<file path="config.mk">
export PLATFORM = sky130hd
export DESIGN_NAME = mdio_mgmt_slave
export DESIGN_NICKNAME = d
export VERILOG_FILES = /design/src/rtl/mdio_mgmt_slave.sv
export SDC_FILE = /design/constraint.sdc
export NUM_CORES = 1
export LEC_CHECK = 0
export ABC_CLOCK_PERIOD_IN_PS = 2940
export BUFFER_PORTS_ARGS = -buffer_cell sky130_fd_sc_hd__buf_2
export CORE_MARGIN = 2
export CORE_UTILIZATION = 63
export DETAILED_ROUTE_END_ITERATION = 8
export PLACE_DENSITY_LB_ADDON = 0.12
export SYNTH_ARGS = -nofsm -noshare
export SYNTH_HDL_FRONTEND = slang
export SYNTH_SLANG_ARGS = --single-unit
</file>
<file path="constraint.sdc">
create_clock -name mdc -period 2.94 [get_ports mdc]
set_clock_uncertainty 0.1 [all_clocks]
set_input_delay 0.294 -clock mdc [delete_from_list [all_inputs] [get_ports mdc]]
set_output_delay 0.294 -clock mdc [all_outputs]
set_load 0.01 [all_outputs]
</file>
<file path="src/rtl/mdio_mgmt_slave.sv">
module mdio_mgmt_slave #(
  parameter int DATA_W  = 16,
  parameter int RA_W    = 5,
  parameter int PA_W    = 5,
  parameter int STRAP_W = 3,
  parameter int PRE_LEN = 32
) (
  input  logic               mdc,
  input  logic               rst_n,
  input  logic [STRAP_W-1:0] strap_addr,
  input  logic               mdio_i,
  output logic               mdio_o,
  output logic               mdio_oe,
  output logic               wr_stb,
  output logic [RA_W-1:0]    wr_reg,
  output logic [DATA_W-1:0]  wr_data
);
  localparam int NREGS = 1 << RA_W;
  localparam int HDR_W = 2 + PA_W + RA_W;
  localparam int PC_W  = $clog2(PRE_LEN + 1);
  localparam int BC_W  = $clog2(((HDR_W > DATA_W) ? HDR_W : DATA_W) + 2);
  localparam int OL_W  = $clog2(DATA_W + 3);
  localparam logic [1:0] OP_RD = 2'b10;
  localparam logic [1:0] OP_WR = 2'b01;

  typedef enum logic [2:0] {S_HUNT, S_PRE, S_START, S_HDR, S_RTA, S_RDAT, S_WTA, S_WDAT} st_t;

  st_t               st;
  logic [PC_W-1:0]   pcnt;
  logic [BC_W-1:0]   bcnt;
  logic [HDR_W-2:0]  hdr_sr;
  logic [DATA_W-1:0] dsr;
  logic [RA_W-1:0]   rsel;
  logic [DATA_W-1:0] mem [NREGS];

  wire [HDR_W-1:0] hdr_full = {hdr_sr, mdio_i};
  wire [1:0]       hdr_op   = hdr_full[HDR_W-1 -: 2];
  wire [PA_W-1:0]  hdr_pa   = hdr_full[RA_W +: PA_W];
  wire [RA_W-1:0]  hdr_ra   = hdr_full[RA_W-1:0];
  wire addr_hit = ((hdr_pa >> STRAP_W) == '0) && (hdr_pa[STRAP_W-1:0] == strap_addr);

  always_ff @(posedge mdc or negedge rst_n) begin
    if (!rst_n) begin
      st      <= S_HUNT;
      pcnt    <= '0;
      bcnt    <= '0;
      hdr_sr  <= '0;
      dsr     <= '0;
      rsel    <= '0;
      mdio_o  <= 1'b0;
      mdio_oe <= 1'b0;
      wr_stb  <= 1'b0;
      wr_reg  <= '0;
      wr_data <= '0;
    end else begin
      wr_stb <= 1'b0;
      case (st)
        S_HUNT: begin
          if (!mdio_i) pcnt <= '0;
          else if (pcnt == PC_W'(PRE_LEN - 1)) begin
            pcnt <= '0;
            st   <= S_PRE;
          end else pcnt <= pcnt + 1'b1;
        end
        S_PRE:   if (!mdio_i) st <= S_START;
        S_START: begin
          bcnt <= '0;
          st   <= mdio_i ? S_HDR : S_HUNT;
        end
        S_HDR: begin
          hdr_sr <= hdr_full[HDR_W-2:0];
          bcnt   <= bcnt + 1'b1;
          if (bcnt == BC_W'(HDR_W - 1)) begin
            bcnt <= '0;
            rsel <= hdr_ra;
            if (addr_hit && hdr_op == OP_RD)      st <= S_RTA;
            else if (addr_hit && hdr_op == OP_WR) st <= S_WTA;
            else                                  st <= S_HUNT;
          end
        end
        S_RTA: begin
          mdio_oe <= 1'b1;
          mdio_o  <= 1'b0;
          dsr     <= mem[rsel];
          bcnt    <= '0;
          st      <= S_RDAT;
        end
        S_RDAT: begin
          if (bcnt == BC_W'(DATA_W)) begin
            mdio_oe <= 1'b0;
            mdio_o  <= 1'b0;
            bcnt    <= '0;
            st      <= S_HUNT;
          end else begin
            mdio_o <= dsr[DATA_W-1];
            dsr    <= dsr << 1;
            bcnt   <= bcnt + 1'b1;
          end
        end
        S_WTA: begin
          if (bcnt == BC_W'(1)) begin
            bcnt <= '0;
            st   <= S_WDAT;
          end else bcnt <= bcnt + 1'b1;
        end
        S_WDAT: begin
          dsr  <= {dsr[DATA_W-2:0], mdio_i};
          bcnt <= bcnt + 1'b1;
          if (bcnt == BC_W'(DATA_W - 1)) begin
            wr_stb  <= 1'b1;
            wr_reg  <= rsel;
            wr_data <= {dsr[DATA_W-2:0], mdio_i};
            bcnt    <= '0;
            st      <= S_HUNT;
          end
        end
        default: st <= S_HUNT;
      endcase
    end
  end

  always_ff @(posedge mdc or negedge rst_n) begin
    if (!rst_n) begin
      for (int i = 0; i < NREGS; i++) mem[i] <= '0;
    end else if (wr_stb) begin
      mem[wr_reg] <= wr_data;
    end
  end

  logic [OL_W-1:0] oe_len;
  always_ff @(posedge mdc or negedge rst_n) begin
    if (!rst_n)       oe_len <= '0;
    else if (mdio_oe) oe_len <= oe_len + 1'b1;
    else              oe_len <= '0;
  end

  AST_STB_ONE_CYCLE: assert property (@(posedge mdc) disable iff (!rst_n) wr_stb |=> !wr_stb);
  AST_NO_DRIVE_ON_WRITE: assert property (@(posedge mdc) disable iff (!rst_n) wr_stb |-> !mdio_oe);
  AST_TA_DRIVES_ZERO: assert property (@(posedge mdc) disable iff (!rst_n) $rose(mdio_oe) |-> !mdio_o);
  AST_DRIVE_SPAN: assert property (@(posedge mdc) disable iff (!rst_n) $fell(mdio_oe) |-> oe_len == OL_W'(DATA_W + 1));
endmodule

</file>
After elaboration in Yosys (flattened, before gate mapping):

Index checks and enable logic that the tools add are counted.

* bits of input ports: 6
* output and inout port bits: 24
* bits in registers: 582
* word-level logic and storage cells: 120

* muxes and demuxes: 32
* reduce and logical (&&, ||, !) cells: 15
* magnitude comparators: 3
* add/subtract/negate cells: 2
* eq/ne operators: 23
* bitwise logic cells: 2

Operators with widths (number)
* 512-bit bitwise mux: 1
* 16-bit binary-select mux with 5-bit select: 1
* 16-bit demux with 5-bit select: 1
* 16-bit 2-to-1 mux: 4
* 16-bit one-hot mux with 3 select lines: 1
* 3-bit 2-to-1 mux: 9
* 5-bit one-hot mux with 5 select lines: 1
* 3-bit one-hot mux with 8 select lines: 1
* 5-bit 2-to-1 mux: 4
* 2-bit != test, second input constant: 8
* 3-bit equality test, second input constant: 4
* 6-bit greater-or-equal comparator, second input constant: 2
* 6-bit 2-to-1 mux: 2
* 5-bit inverter with 6-bit output: 2
* 5-bit by 4-bit equality test with 1-bit output, second input constant: 2
* 2-bit AND reduction: 4
* 7-bit AND reduction: 1
* 6-bit by 1-bit adder with 6-bit output, second input constant: 1
* 3-bit by 2-bit equality test with 1-bit output, second input constant: 2
* 6-bit by 5-bit equality test with 1-bit output, second input constant: 1
* 6-bit by 1-bit less-than comparator with 1-bit output, second input constant: 1
* 5-bit by 1-bit adder with 5-bit output, second input constant: 1
* 5-bit by 1-bit equality test with 1-bit output, second input constant: 1
* 5-bit equality test, second input constant: 1
* other kinds (14): 21

Logic depth before layout (Yosys ltp):

* depth in word-level cells: 7
* depth in mapped cells: 9
* gate-level depth less buffers: 8

Worst setup path after synthesis:

OpenSTA, ideal clock, no wires.

* path kind: reg2reg
* from: register wr_reg[1]
* to: register mem[117] (netlist bit)
* arrival time: 1.973 ns
* cell stages (with the launch flop): 7
* path slack: 0.742 ns
* period minus slack after synthesis: 2.198 ns
* library setup time: 0.125 ns
* required time: 2.715 ns
* buffers on the path: 3
* cells stage by stage: dfrtp_1 clkbuf_1 or3b_2 clkbuf_1 nor2_2 buf_4 mux2_2

* longest elaborated chain between the ends: 6
* elaborated cells between the ends (all ways): 7
* classes of those cells: order compare (2); mux (3); bitwise (1); reduce/logical (1)

Ends and longest elaborated chain
* start: declaration: RTL line 15 `output logic [RA_W-1:0] wr_reg,`
* start signal: assignment: RTL line 111 `wr_reg <= rsel;`
* 5-bit inverter with 6-bit output (not written as such) *: RTL line 126 `mem[wr_reg] <= wr_data;`
* 6-bit greater-or-equal comparator (not written as such) / 6-bit by 1-bit less-than comparator with 1-bit output (equally long branches): RTL line 126
* 1-bit logical AND (not written as such): RTL line 126
* 16-bit 2-to-1 mux (not written as such): RTL line 126
* 16-bit demux with 5-bit select *: RTL line 126
* 512-bit bitwise mux *: RTL line 126
* end signal: indexed assignment: RTL line 126
* end: declaration: RTL line 34 `logic [DATA_W-1:0] mem [NREGS];`

Mark *: on every way between the ends. The rest lies on a longest branch, timed or not.
A chain may end at the register's enable or synchronous reset.

Worst setup path in the final report:

* from: register rsel[0]
* to: register dsr[5]

* longest elaborated chain between the ends: 5

Ends and longest elaborated chain
* start: declaration: RTL line 33 `logic [RA_W-1:0] rsel;`
* start signal: assignment: RTL line 75 `rsel <= hdr_ra;`
* 5-bit inverter with 6-bit output (not written as such): RTL line 84 `dsr <= mem[rsel];`
* 16-bit binary-select mux with 5-bit select: RTL line 84
* 16-bit 2-to-1 mux (not written as such) (2 in series): RTL line 84
* 16-bit one-hot mux with 3 select lines: RTL line 57 `case (st)`
* end signal: assignment: RTL line 84
* end signal: assignment: RTL line 96 `dsr <= dsr << 1;`
* end signal: assignment: RTL line 107 `dsr <= {dsr[DATA_W-2:0], mdio_i};`
* end: declaration: RTL line 32 `logic [DATA_W-1:0] dsr;`

Every way passes these cells. The select of a mux whose other input is x is not followed.

==> results.ini <==
[floorplan]
die_area_um2=44300
core_um2=42000
start_util_pct=63.9
die_y_um=210
die_w_um=210
placementRows=75
io_pins=30

[sta]
max_freq_mhz=368
final_max_slew_viol_count=0
worst_pin_slew_ns=1.11
rsz0062_at_grt=false
slew-limit-headroom_pct=26.3
setup-violations-final=0
whs_ns=0.124
final-hold-violation-count=0
period_needed_ns=2.72
post-route-period-util_pct=92.5
tns_ns=0

[global_routing]
grt_pass1_vias=17100
grt-ovfl-total=0
antenna_found_initial=1
grt_first_pass_wirelength_um=104000
grt_max_degree=79
grt_use_total_pct=31.3

[min_path]
hp-start=strap_addr[2]
holdPathStages=6
hp-class=in -> reg
hold_end=st[2]

[routing]
wl_met1_um=28500
first_iter_violations=1246
vias=16000
drc=0
dr_wl_met3_um=4280
route.met2.wl_um=30800
wl_per_cell_um=27.0
routed_wl_um=65900
top_layer=met5
drt_first_pass_iters=5
ant_nets=0
viasPerCell=6.55

[power_and_ir_drop]
power_density_nw_per_um2=544
ir_drop_uv=584
p_leak_uw=0.0144

[synthesis]
synthesis.nets=1833
postSynthAreaPerCell_um2=14.8
synth-seq-cells=582
yosys-top-cells-area=dfrtp_1 (54%), mux2_2 (23%), mux4_2 (10%), nand2_1 (1.3%), clkbuf_1 (1.3%)
synth.largest_area_cell=dfrtp_1
ys.flop_type=dfrtp_1
synth_enable_flop_cells=0
syn_area_um2=26900
synth_top_area_share_pct=54.2
yosysMostFrequentCell=dfrtp_1
synthArstFlopShare_pct=100
ys_top_cells_by_count=dfrtp_1 (582), mux2_2 (541), mux4_2 (124)
synth_seq_area_share_pct=54.2
synth.distinct_cells=59
ys_warn_count=0
netlist_instances=1821

[worst_setup_path]
r2r_start=rsel[0]
cp-start-kind=register
rr_endpoint=dsr[5]
critical_path.max_fanout=27
worstPathRequired_ns=3.32
worstSetupPathType=reg -> reg
reg2reg_setup_slack_ns=0.22
end_kind=register
slowest_stage=dfrtp_4
slowest_delay_ns=0.84
path_cells=buf_12 -> buf_4 -> mux4_2 -> a211oi_1 -> o41ai_1
cp.arrival_ns=3.10
ff2ff_path_depth=5

[clock_network]
cts_buffer_depth=3
cts_resized=0
clkTransAtPathRegs_ns=0.06
clock_latency_ns=0.62
cts_setup_buffers=0
cts_max_level=2
cts_buffers=58
cts.sinks=582
cts_tree=built
cts_hold_buf=2
root_buffer=clkbuf_16

[finish]
drive_above_1_share_pct=48.4
largest_reg_flops=512
fill_cells=2761
fin_util_pct=71.3
finalNetCount=1867
reg_top3=mem x512, dsr x16, wr_data x16
area_growth_pct=11.6
antennaDiodeCount=0
largest-register=mem

[place]
gp_congestion=0.818
dp_hpwl_um=41400
port-buffer-count=29

[run]
drv_cap=0

[run_status]
status=completed

[routing by layer]
| metal | vias up | track usage [%] |
|---|---|---|
| met5 | - | 0 |
| met4 | 2 | 10.5 |
| met3 | 155 | 6.27 |
| met2 | 522 | 49.1 |
| met1 | 8518 | 44.6 |
| li1 | 6813 | - |
[critical path, delay by kind of cell, from the launching register on]
kind            cells  cell delay, ns
flops               1            0.84
compound gates      2            0.56
mux                 1            0.56
buf+inv             2            0.47
[logic make-up after synthesis]
group | Yosys count | share of synthesized area [%]
buffers and inverters | 171 | 2.89
XOR/XNOR | 7 | 0.228
AO/OA/AOI/OAI | 138 | 3.96
AND/OR/NAND/NOR | 214 | 3.75
flip-flops | 582 | 54.2
multiplexers | 703 | 34.7
adder cells (fa/ha/maj) | 6 | 0.279
[cells in the final DEF (no fill, tap or decap), types with 10 or more instances in the layout]
cell       count
a21oi_1       13
a22o_1        17
a22oi_1       17
buf_12        15
buf_2         28
buf_4         82
clkbuf_1      10
clkbuf_16     61
clkbuf_8      18
clkinv_2      11
dfrtp_1      578
inv_1         16
mux2_2       541
mux2i_1       35
mux4_2       124
nand2_1       95
nand3_1       18
nor2_1        28
nor2_2        14
nor3_1        15
o21ai_0       31
[cell type report]
cell class / instances / area [um^2] / share of cell area [%]
sequential: 582 / 14600 / 48.6
multi-input combinational: 1068 / 11500 / 38.5
clock buffer: 89 / 1810 / 6.04
timing repair buffer: 128 / 1090 / 3.64
tap: 539 / 674 / 2.25
clock inverter: 20 / 238 / 0.793
inverter: 17 / 63.8 / 0.213
[through the flow]
step                instances  cell area (um^2)  setup slack (ns)  power [uW]
global route             2443             30000             0.129       16800
global placement         2332             27900             0.236        8650
finish                   2443             30000             0.220       16300
detailed placement       2332             27900             0.236        8660
CTS                      2443             30000             0.218       16400
floorplan                1821             26900             0.742        8400
[how the worst max path moves through the flow]
stage                   start       end  slack, ns  depth (start not counted)
finish                rsel[0]    dsr[5]       0.22                          5
global route          rsel[0]   dsr[13]       0.13                          5
CTS                   rsel[0]   dsr[13]       0.22                          5
detailed placement    rsel[0]    dsr[5]       0.24                          5
global placement      rsel[0]    dsr[5]       0.24                          5
floorplan           wr_reg[1]  mem[117]       0.74                          6
[where the power goes]
| part | internal, uW | switching [uW] | total [uW] |
|---|---|---|---|
| Clock | 4670 | 3130 | 7800 |
| Sequential | 8040 | 49.8 | 8090 |
| Combinational | 151 | 260 | 410 |
| Total | 12900 | 3440 | 16300 |
Power figures use the tool's default switching activity.
